`config.mk`:
```
export PLATFORM = sky130hd
export DESIGN_NAME = irq_vector_arbiter
export DESIGN_NICKNAME = d
export VERILOG_FILES = /design/src/rtl/irqv_pkg.sv /design/src/rtl/irqv_rise_hold.sv /design/src/rtl/irqv_ctrl_regs.sv /design/src/rtl/irqv_prio_pick.sv /design/src/rtl/irq_vector_arbiter.sv
export SDC_FILE = /design/constraint.sdc
export NUM_CORES = 1
export LEC_CHECK = 0
export ABC_AREA = 0
export BUFFER_PORTS_ARGS = -buffer_cell sky130_fd_sc_hd__buf_2
export CAP_MARGIN = 25
export CORE_AREA = 2 2 40 42
export DETAILED_ROUTE_END_ITERATION = 8
export DIE_AREA = 0 0 42 44
export PLACE_DENSITY = 0.78
export SLEW_MARGIN = 25
export SYNTH_ARGS = -nofsm -noshare
export SYNTH_HDL_FRONTEND = slang
export SYNTH_HIERARCHICAL = 1
export SYNTH_SLANG_ARGS = --single-unit
export TNS_END_PERCENT = 30
```
`constraint.sdc`:
```
create_clock -name clk -period 4.3 [get_ports clk]
set_clock_uncertainty 0.05 [all_clocks]
set_input_delay 0.86 -clock clk [delete_from_list [all_inputs] [get_ports clk]]
set_output_delay 0.86 -clock clk [all_outputs]
set_load 0.02 [all_outputs]
```
`src/rtl/irqv_pkg.sv`:
```
package irqv_pkg;

  localparam int NUM_SRC = 5;
  localparam int MASK_W  = 3;

  // source slots, index order is priority order (0 = highest)
  localparam int IDX_NMI  = 0;
  localparam int IDX_EDGE = 1;
  localparam int IDX_MID  = 2;
  localparam int IDX_LOW  = 3;
  localparam int IDX_GEN  = 4;

  // mask bit positions
  localparam int MB_EDGE = 2;
  localparam int MB_MID  = 1;
  localparam int MB_LOW  = 0;

  localparam int SLOT_BYTES = 8;

  // restart level number of a source (0 for the general request)
  function automatic int level_of(int idx);
    case (idx)
      IDX_NMI:  return 4;
      IDX_EDGE: return 7;
      IDX_MID:  return 6;
      IDX_LOW:  return 5;
      default:  return 0;
    endcase
  endfunction

  // vector = (level + one half) * slot size, done in half steps
  function automatic logic [15:0] src_vector(int idx);
    int lvl;
    lvl = level_of(idx);
    if (lvl == 0) return 16'h0000;
    return 16'(((2 * lvl + 1) * SLOT_BYTES) / 2);
  endfunction

endpackage

```
`src/rtl/irqv_rise_hold.sv`:
```
module irqv_rise_hold #(
  parameter bit LEVEL_QUAL = 1'b0
) (
  input  logic clk,
  input  logic rst_n,
  input  logic din,
  input  logic clr,
  output logic armed
);

  logic din_q;
  logic pend_q;
  logic rise;
  logic pend_d;

  assign rise = din & ~din_q;

  always_comb begin
    if (rise)     pend_d = 1'b1;
    else if (clr) pend_d = 1'b0;
    else          pend_d = pend_q;
    if (LEVEL_QUAL) pend_d = pend_d & din;
  end

  always_ff @(posedge clk) begin
    if (!rst_n) begin
      din_q  <= 1'b0;
      pend_q <= 1'b0;
    end else begin
      din_q  <= din;
      pend_q <= pend_d;
    end
  end

  generate
    if (LEVEL_QUAL) begin : g_qual
      assign armed = pend_q & din;
    end else begin : g_hold
      assign armed = pend_q;
    end
  endgenerate

  AST_PEND_HELD: assert property (@(posedge clk) disable iff (!rst_n)
    (pend_q && !clr && (!LEVEL_QUAL || din)) |=> pend_q);

endmodule

```
`src/rtl/irqv_ctrl_regs.sv`:
```
module irqv_ctrl_regs
  import irqv_pkg::*;
(
  input  logic              clk,
  input  logic              rst_n,
  input  logic              ie_set,
  input  logic              ie_clr,
  input  logic              mask_wr,
  input  logic [MASK_W-1:0] mask_data,
  input  logic              accept_maskable,
  output logic              ie_q,
  output logic [MASK_W-1:0] mask_q
);

  always_ff @(posedge clk) begin
    if (!rst_n) begin
      ie_q   <= 1'b0;
      mask_q <= '1;
    end else begin
      if (accept_maskable || ie_clr) ie_q <= 1'b0;
      else if (ie_set)               ie_q <= 1'b1;
      if (mask_wr) mask_q <= mask_data;
    end
  end

  AST_IE_CLR_WINS: assert property (@(posedge clk) disable iff (!rst_n)
    ie_clr |=> !ie_q);

  AST_MASK_LOADS: assert property (@(posedge clk) disable iff (!rst_n)
    mask_wr |=> (mask_q == $past(mask_data)));

endmodule

```
`src/rtl/irqv_prio_pick.sv`:
```
module irqv_prio_pick #(
  parameter int N = 5
) (
  input  logic [N-1:0] elig,
  output logic [N-1:0] grant
);

  // lowest index wins
  always_comb begin
    grant = '0;
    for (int i = N - 1; i >= 0; i--) begin
      if (elig[i]) begin
        grant    = '0;
        grant[i] = 1'b1;
      end
    end
  end

endmodule

```
`src/rtl/irq_vector_arbiter.sv`:
```
module irq_vector_arbiter
  import irqv_pkg::*;
#(
  parameter int VEC_W = 16
) (
  input  logic              clk,
  input  logic              rst_n,
  input  logic              nmi_in,
  input  logic              edge_in,
  input  logic              mid_in,
  input  logic              low_in,
  input  logic              gen_in,
  input  logic              ie_set,
  input  logic              ie_clr,
  input  logic              mask_wr,
  input  logic [MASK_W-1:0] mask_data,
  input  logic              pend_clr,
  input  logic              core_take,
  input  logic              fetch_strobe,
  output logic              irq_req,
  output logic [VEC_W-1:0]  irq_vec,
  output logic              irq_ext,
  output logic              ext_ack_n
);

  logic              nmi_armed;
  logic              edge_armed;
  logic              ie_q;
  logic [MASK_W-1:0] mask_q;
  logic [NUM_SRC-1:0] elig;
  logic [NUM_SRC-1:0] grant;

  // named events for the assertions
  logic accept;
  logic accept_nmi;
  logic accept_edge;
  logic accept_gen;
  logic accept_maskable;
  logic ack_armed_q;

  irqv_rise_hold #(.LEVEL_QUAL(1'b1)) u_nmi_hold (
    .clk   (clk),
    .rst_n (rst_n),
    .din   (nmi_in),
    .clr   (accept_nmi),
    .armed (nmi_armed)
  );

  irqv_rise_hold #(.LEVEL_QUAL(1'b0)) u_edge_hold (
    .clk   (clk),
    .rst_n (rst_n),
    .din   (edge_in),
    .clr   (accept_edge | pend_clr),
    .armed (edge_armed)
  );

  irqv_ctrl_regs u_ctrl (
    .clk             (clk),
    .rst_n           (rst_n),
    .ie_set          (ie_set),
    .ie_clr          (ie_clr),
    .mask_wr         (mask_wr),
    .mask_data       (mask_data),
    .accept_maskable (accept_maskable),
    .ie_q            (ie_q),
    .mask_q          (mask_q)
  );

  always_comb begin
    elig           = '0;
    elig[IDX_NMI]  = nmi_armed;
    elig[IDX_EDGE] = ie_q & ~mask_q[MB_EDGE] & edge_armed;
    elig[IDX_MID]  = ie_q & ~mask_q[MB_MID]  & mid_in;
    elig[IDX_LOW]  = ie_q & ~mask_q[MB_LOW]  & low_in;
    elig[IDX_GEN]  = ie_q & gen_in;
  end

  irqv_prio_pick #(.N(NUM_SRC)) u_pick (
    .elig  (elig),
    .grant (grant)
  );

  always_comb begin
    irq_vec = '0;
    for (int i = 0; i < NUM_SRC; i++) begin
      if (grant[i]) irq_vec = VEC_W'(src_vector(i));
    end
  end

  assign irq_req = |grant;
  assign irq_ext = grant[IDX_GEN];

  assign accept          = core_take & irq_req;
  assign accept_nmi      = accept & grant[IDX_NMI];
  assign accept_edge     = accept & grant[IDX_EDGE];
  assign accept_gen      = accept & grant[IDX_GEN];
  assign accept_maskable = accept & ~grant[IDX_NMI];

  always_ff @(posedge clk) begin
    if (!rst_n)            ack_armed_q <= 1'b0;
    else if (accept_gen)   ack_armed_q <= 1'b1;
    else if (fetch_strobe) ack_armed_q <= 1'b0;
  end

  assign ext_ack_n = ~(ack_armed_q & fetch_strobe);

  AST_GRANT_ONEHOT: assert property (@(posedge clk) disable iff (!rst_n)
    $onehot0(grant) && ((|grant) == (|elig)));

  AST_NMI_FIRST: assert property (@(posedge clk) disable iff (!rst_n)
    nmi_armed |-> (irq_req && !irq_ext && irq_vec == VEC_W'(16'h0024)));

  AST_ACCEPT_CLEARS_IE: assert property (@(posedge clk) disable iff (!rst_n)
    (accept && !grant[IDX_NMI]) |=> !ie_q);

  AST_NMI_KEEPS_IE: assert property (@(posedge clk) disable iff (!rst_n)
    (accept_nmi && ie_q && !ie_clr) |=> ie_q);

  AST_ACK_SINGLE: assert property (@(posedge clk) disable iff (!rst_n)
    !ext_ack_n |=> ext_ack_n);

endmodule

```
==> results.toml, run 1 <==
[critical_path]
critPathKind = "input pin to output pin"
worst_setup_path_end_kind = "output pin"
max_stage_delay_ps = 480
required_ps = 3390
cp.arrival_ps = 2140
rr_endpoint = "u_ctrl/ie_q$_SDFFE_PP0P_"
path_max_fanout = 8
path_common_cell = "buf_2"
path_delay_family = "simple AND/OR/NAND/NOR gates"
start_kind = "input pin"
crit_slowest_cell = "nor4b_2"
r2r-start = "u_ctrl/ie_q$_SDFFE_PP0P_"
worstPathCellList = "buf_2 -> and2_1 -> nor4b_2 -> nor2_1 -> a21oi_1 -> buf_2"
cp_num_buf_inv = 2
r2r_setup_slack_ps = 2540
r2r_cells = 5

[clock_tree]
cts_tree = "built"
postCtsSetupBuffers = 0
htreeDepth = 1
cts.sinks = 9
clk_path_buf_depth = 2
cts-root-buf = "clkbuf_4"
post_cts_resized = 0
numCtsBuffers = 3
clock_latency_ps = 250
clk_pin_slew_ps = 60
hold_buffers = 0

[worst_hold_path]
hold_path_end = "u_nmi_hold/pend_q$_SDFF_PN0_"
min-delay-path-class = "register to register"
hold_depth = 1
min_from = "u_nmi_hold/din_q$_SDFF_PN0_"

[flow_run]
max-cap-violations = 0

[placed_design]
port_buffers = 22
place_congestion = 0.663
numPlacedInstances = 100
hpwlAfterDp_um = 878

[timing]
fin_setup_tns_ps = 0
worst_pin_slew_ps = 581
fin_crit_sh = 0.710
fin_crit_ps = 3050
timing.final.hold_violations = 0
setup_viol = 0
maxSlewViolCount = 0
rsz0062_at_grt = "false"
max_freq_mhz = 328
slew_headroom = 0.609

[pwr]
power.density_nw_per_um2 = 277
power_frac_seq = 0.478
clockPowerShare = 0.324
p_comb_frac = 0.197
p_leak_nw = 0.349
p_switching_mw = 0.0506
internal-power_mw = 0.138
p_sw_frac = 0.269
vdd_drop_max_uv = 160

[synthesis]
ys_ff_latch = 9
seq_area_frac_synth = 0.306
ys_warn_count = 6
syn_inst = 65
avgSynthCellArea_um2 = 9.05
synth-edff-count = 0
synth.distinct_cells = 20
synthFlopType = "dfxtp_1"
ys_async_sr_fraction = 0
netlist_area_um2 = 588

[global_routing]
first_global_vias = 432
grt-ovfl-total = 0
grt_antenna_before_repair = 0
track_usage = 0.125
grt_max_degree = 9
grt_pass1_wl_um = 1750

[cells_and_area]
area_growth_pct = 15.7
final_common_cell = "buf_2"
final_layout_size_suffix_gt1_frac = 0.375
num_antenna_cells = 0
nets = 105
utilization = 0.480
layout_common_cells = "buf_2, conb_1, dfxtp_1"
n_fill_cell = 152
finalNonFillerCells = 104

[route]
drc = 0
drtAntennaViolNets = 0
routed_wl_um = 1030
drtIter0Drc = 2
drtPass1Iterations = 2
vias_per_cell = 4.47
wl_per_cell_um = 9.90
routed-via-count = 465

[floorplanning]
num_rows = 14
die_x_um = 42
initial_utilization = 0.414
io_pins = 35
die_y_um = 44
core_um2 = 1420
dieArea_um2 = 1850

[outcome]
status = "completed"
worst max-delay path by stage:
stage                     cells past startpoint  slack [ps]          to  startpoint
after floorplan                               4        1060  irq_vec[5]      nmi_in
after global placement                        6        1270  irq_vec[5]      nmi_in
after detailed placement                      6        1260  irq_vec[5]      nmi_in
after CTS                                     6        1240  irq_vec[5]      nmi_in
after global routing                          6        1140  irq_vec[5]      nmi_in
final                                         6        1250  irq_vec[5]      nmi_in
through the flow:
step | hold slack, ps | total power, mW | cell area (um^2) | setup WS, ps
final | 373 | 0.188 | 681 | 1250
after global routing | 419 | 0.201 | 681 | 1140
after CTS | 376 | 0.192 | 681 | 1240
after detailed placement | 368 | 0.129 | 654 | 1260
after global placement | 350 | 0.128 | 654 | 1270
after floorplan | 344 | 0.126 | 629 | 1060
cell type report:
type                       instances  area (um^2)  share of cell area
sequential                         9          180               0.265
clock buffer                       4         26.3              0.0386
inverter                           1         3.75             0.00551
tap                               16         20.0              0.0294
multi-input combinational         52          340               0.500
timing repair buffer              22          110               0.162
routing by layer:
metal / vias up / track usage / wire length [um]
met1: 202 / 0.132 / 399
met5: - / 0 / 0
met3: 2 / 0.0167 / 70
met4: 0 / 0.0774 / 5
met2: 22 / 0.234 / 554
li1: 239 / - / -
synthesized netlist by cell type (2+ instances only):
library cell | n | area (um^2)
buf_4 | 14 | 105
dfxtp_1 | 9 | 180
nand2b_1 | 7 | 43.8
nand2_1 | 5 | 18.8
and2_1 | 4 | 25.0
and3b_1 | 3 | 26.3
mux2i_1 | 3 | 30.0
nor2_1 | 3 | 11.3
a21boi_2 | 2 | 22.5
a21oi_1 | 2 | 10.0
nor3b_1 | 2 | 15.0
nor4_2 | 2 | 25.0
nor4b_2 | 2 | 30.0
power groups by stage:
| stage | clock [mW] | combinational (mW) | sequential (mW) |
|---|---|---|---|
| after global placement | 0 | 0.0363 | 0.0916 |
| final | 0.0611 | 0.0372 | 0.0901 |
| after global routing | 0.0697 | 0.0407 | 0.0907 |
| after floorplan | 0 | 0.0344 | 0.0912 |
| after CTS | 0.0642 | 0.0374 | 0.0901 |
| after detailed placement | 0 | 0.0372 | 0.0919 |
state kept, by name, summed over array words and instances (netlist names):
name               count
u_nmi_hold/pend_q      1
u_nmi_hold/din_q       1
ack_armed_q            1
u_edge_hold/din_q      1
u_ctrl/mask_q          3
u_ctrl/ie_q            1
u_edge_hold/armed      1
cell families (layout without fill, tap and decap cells):
family                 count (synthesis)  after routing  synth area share
DFF                                    9              9             0.306
muxes                                  3              3            0.0511
buffers and inverters                 15             27             0.185
and+or+nand+nor                       31             31             0.370
AOI/OAI and AO/OA                      6              6            0.0809
other                                  1             12           0.00638
(Power assumes the default switching activity.)
==> inputs of run 2 (changes only) <==
--- a/config.mk
+++ b/config.mk
@@ -8,10 +8,10 @@
 export ABC_AREA = 0
 export BUFFER_PORTS_ARGS = -buffer_cell sky130_fd_sc_hd__buf_2
 export CAP_MARGIN = 25
-export CORE_AREA = 2 2 40 42
+export CORE_AREA = 2 2 43 45
 export DETAILED_ROUTE_END_ITERATION = 8
-export DIE_AREA = 0 0 42 44
-export PLACE_DENSITY = 0.78
+export DIE_AREA = 0 0 45 47
+export PLACE_DENSITY = 0.71
 export SLEW_MARGIN = 25
 export SYNTH_ARGS = -nofsm -noshare
 export SYNTH_HDL_FRONTEND = slang
==> constraint.sdc (replaced) <==
create_clock -name clk -period 2.6 [get_ports clk]
set_clock_uncertainty 0.05 [all_clocks]
set_input_delay 0.52 -clock clk [delete_from_list [all_inputs] [get_ports clk]]
set_output_delay 0.52 -clock clk [all_outputs]
set_load 0.02 [all_outputs]
==> results.toml, run 2 (synthesis results as in run 1) <==
[cells_and_area]
largest-register = "u_ctrl/mask_q"
largest_reg_flops = 3
final_common_cell = "buf_2"
nets = 106
layout_common_cells = "buf_2, conb_1, dfxtp_1"
area_growth_pct = 17.2
num_antenna_cells = 0
final_layout_size_suffix_gt1_frac = 0.382
n_fill_cell = 188

[timing]
fin_crit_sh = 0.908
timing.final.hold_violations = 0
max_freq_mhz = 423
setup_viol = 0
fin_setup_tns_ps = 0
holdWs_ps = 363
fin_crit_ps = 2360
fin_ws_ps = 238
maxSlewViolCount = 0
rsz0062_at_grt = "false"

[pwr]
p_leak_nw = 0.355
vdd_drop_max_uv = 273
power.density_nw_per_um2 = 456

[floorplanning]
num_rows = 15
initial_utilization = 0.356
core_um2 = 1650
die_y_um = 47
io_pins = 35
dieArea_um2 = 2120
die_x_um = 45

[route]
drc = 0
vias_per_cell = 4.50
drtIter0Drc = 4
routed_wl_um = 995
routed-via-count = 477
drtAntennaViolNets = 0
wl_per_cell_um = 9.39
drtPass1Iterations = 4

[placed_design]
hpwlAfterDp_um = 877
pre_cts_slack_ps = 243
port_buffers = 22
place_congestion = 0.687

[critical_path]
critPathKind = "input pin to output pin"
critPathLaunch = "nmi_in"
cp.arrival_ps = 1790
worstPathCellList = "buf_2 -> and2_1 -> nor4b_2 -> nor2_1 -> a21oi_1 -> buf_2"
max_stage_delay_ps = 480
cp_num_buf_inv = 2
path_max_fanout = 8
start_kind = "input pin"
worst_setup_path_end_kind = "output pin"
required_ps = 2030
path_delay_family = "simple AND/OR/NAND/NOR gates"
path_common_cell = "buf_2"
crit_slowest_cell = "nor4b_2"
r2r-start = "u_nmi_hold/pend_q$_SDFF_PN0_"

[global_routing]
grt_pass1_wl_um = 1750
grt_antenna_before_repair = 0
grt-ovfl-total = 0
first_global_vias = 456
track_usage = 0.114
grt_max_degree = 9

[clock_tree]
cts-root-buf = "clkbuf_4"
clock_latency_ps = 250
cts_tree = "built"
post_cts_resized = 0
hold_buffers = 0
clk_pin_slew_ps = 60
clk_path_buf_depth = 2
numCtsBuffers = 3
cts.sinks = 9
postCtsSetupBuffers = 0
htreeDepth = 1

[worst_hold_path]
min-delay-path-class = "register to register"
min_from = "u_nmi_hold/din_q$_SDFF_PN0_"

[outcome]
status = "completed"

[flow_run]
max-cap-violations = 0
-- run 2: changes by cell type in the layout (fill, tap and decap cells not counted) --
| cell | change |
|---|---|
| buf_4 | +1 |
-- run 2: worst paths after layout --
check | end | slack, ps | cells after the start
setup / recovery | irq_vec[2] | 240 | 6
hold / removal | u_nmi_hold/pend_q$_SDFF_PN0_ | 360 | 1
setup reg to reg | u_ctrl/ie_q$_SDFFE_PP0P_ | 940 | 5
hold reg to reg | u_nmi_hold/pend_q$_SDFF_PN0_ | 360 | 1
-- run 2: routing by layer --
layer | GRT usage | part of all wire
met2 | 0.194 | 0.46
met5 | 0 | 0
met3 | 0.0115 | 0.11
met1 | 0.137 | 0.41
met4 | 0.0706 | 0.019
-- run 2: metrics by stage --
| step | cell area, um^2 | std cells | util | total power [mW] |
|---|---|---|---|---|
| 2_1_floorplan | 629 | 76 | - | 0.208 |
| 3_3_place_gp | 663 | 102 | 0.402 | 0.212 |
| 3_5_place_dp | 663 | 102 | 0.402 | 0.214 |
| 4_1_cts | 689 | 106 | 0.417 | 0.322 |
| 5_1_grt | 689 | 106 | 0.417 | 0.336 |
| 6_report | 689 | 106 | 0.417 | 0.314 |
-- run 2: final cells by class --
type / count / area [um^2] / share of cell area
clock buffer: 4 / 26.3 / 0.0381
inverter: 1 / 3.75 / 0.00544
multi-input combinational: 52 / 340 / 0.494
sequential: 9 / 180 / 0.261
tap: 17 / 21.3 / 0.0309
timing repair buffer: 23 / 118 / 0.171
-- run 2: report_power, final --
| part | internal [mW] | total (mW) | leakage [nW] | switching, mW |
|---|---|---|---|---|
| Combinational | 0.0242 | 0.0616 | 0.265 | 0.0374 |
| Clock | 0.0589 | 0.104 | 0.0150 | 0.0452 |
| Sequential | 0.145 | 0.149 | 0.0745 | 0.00330 |
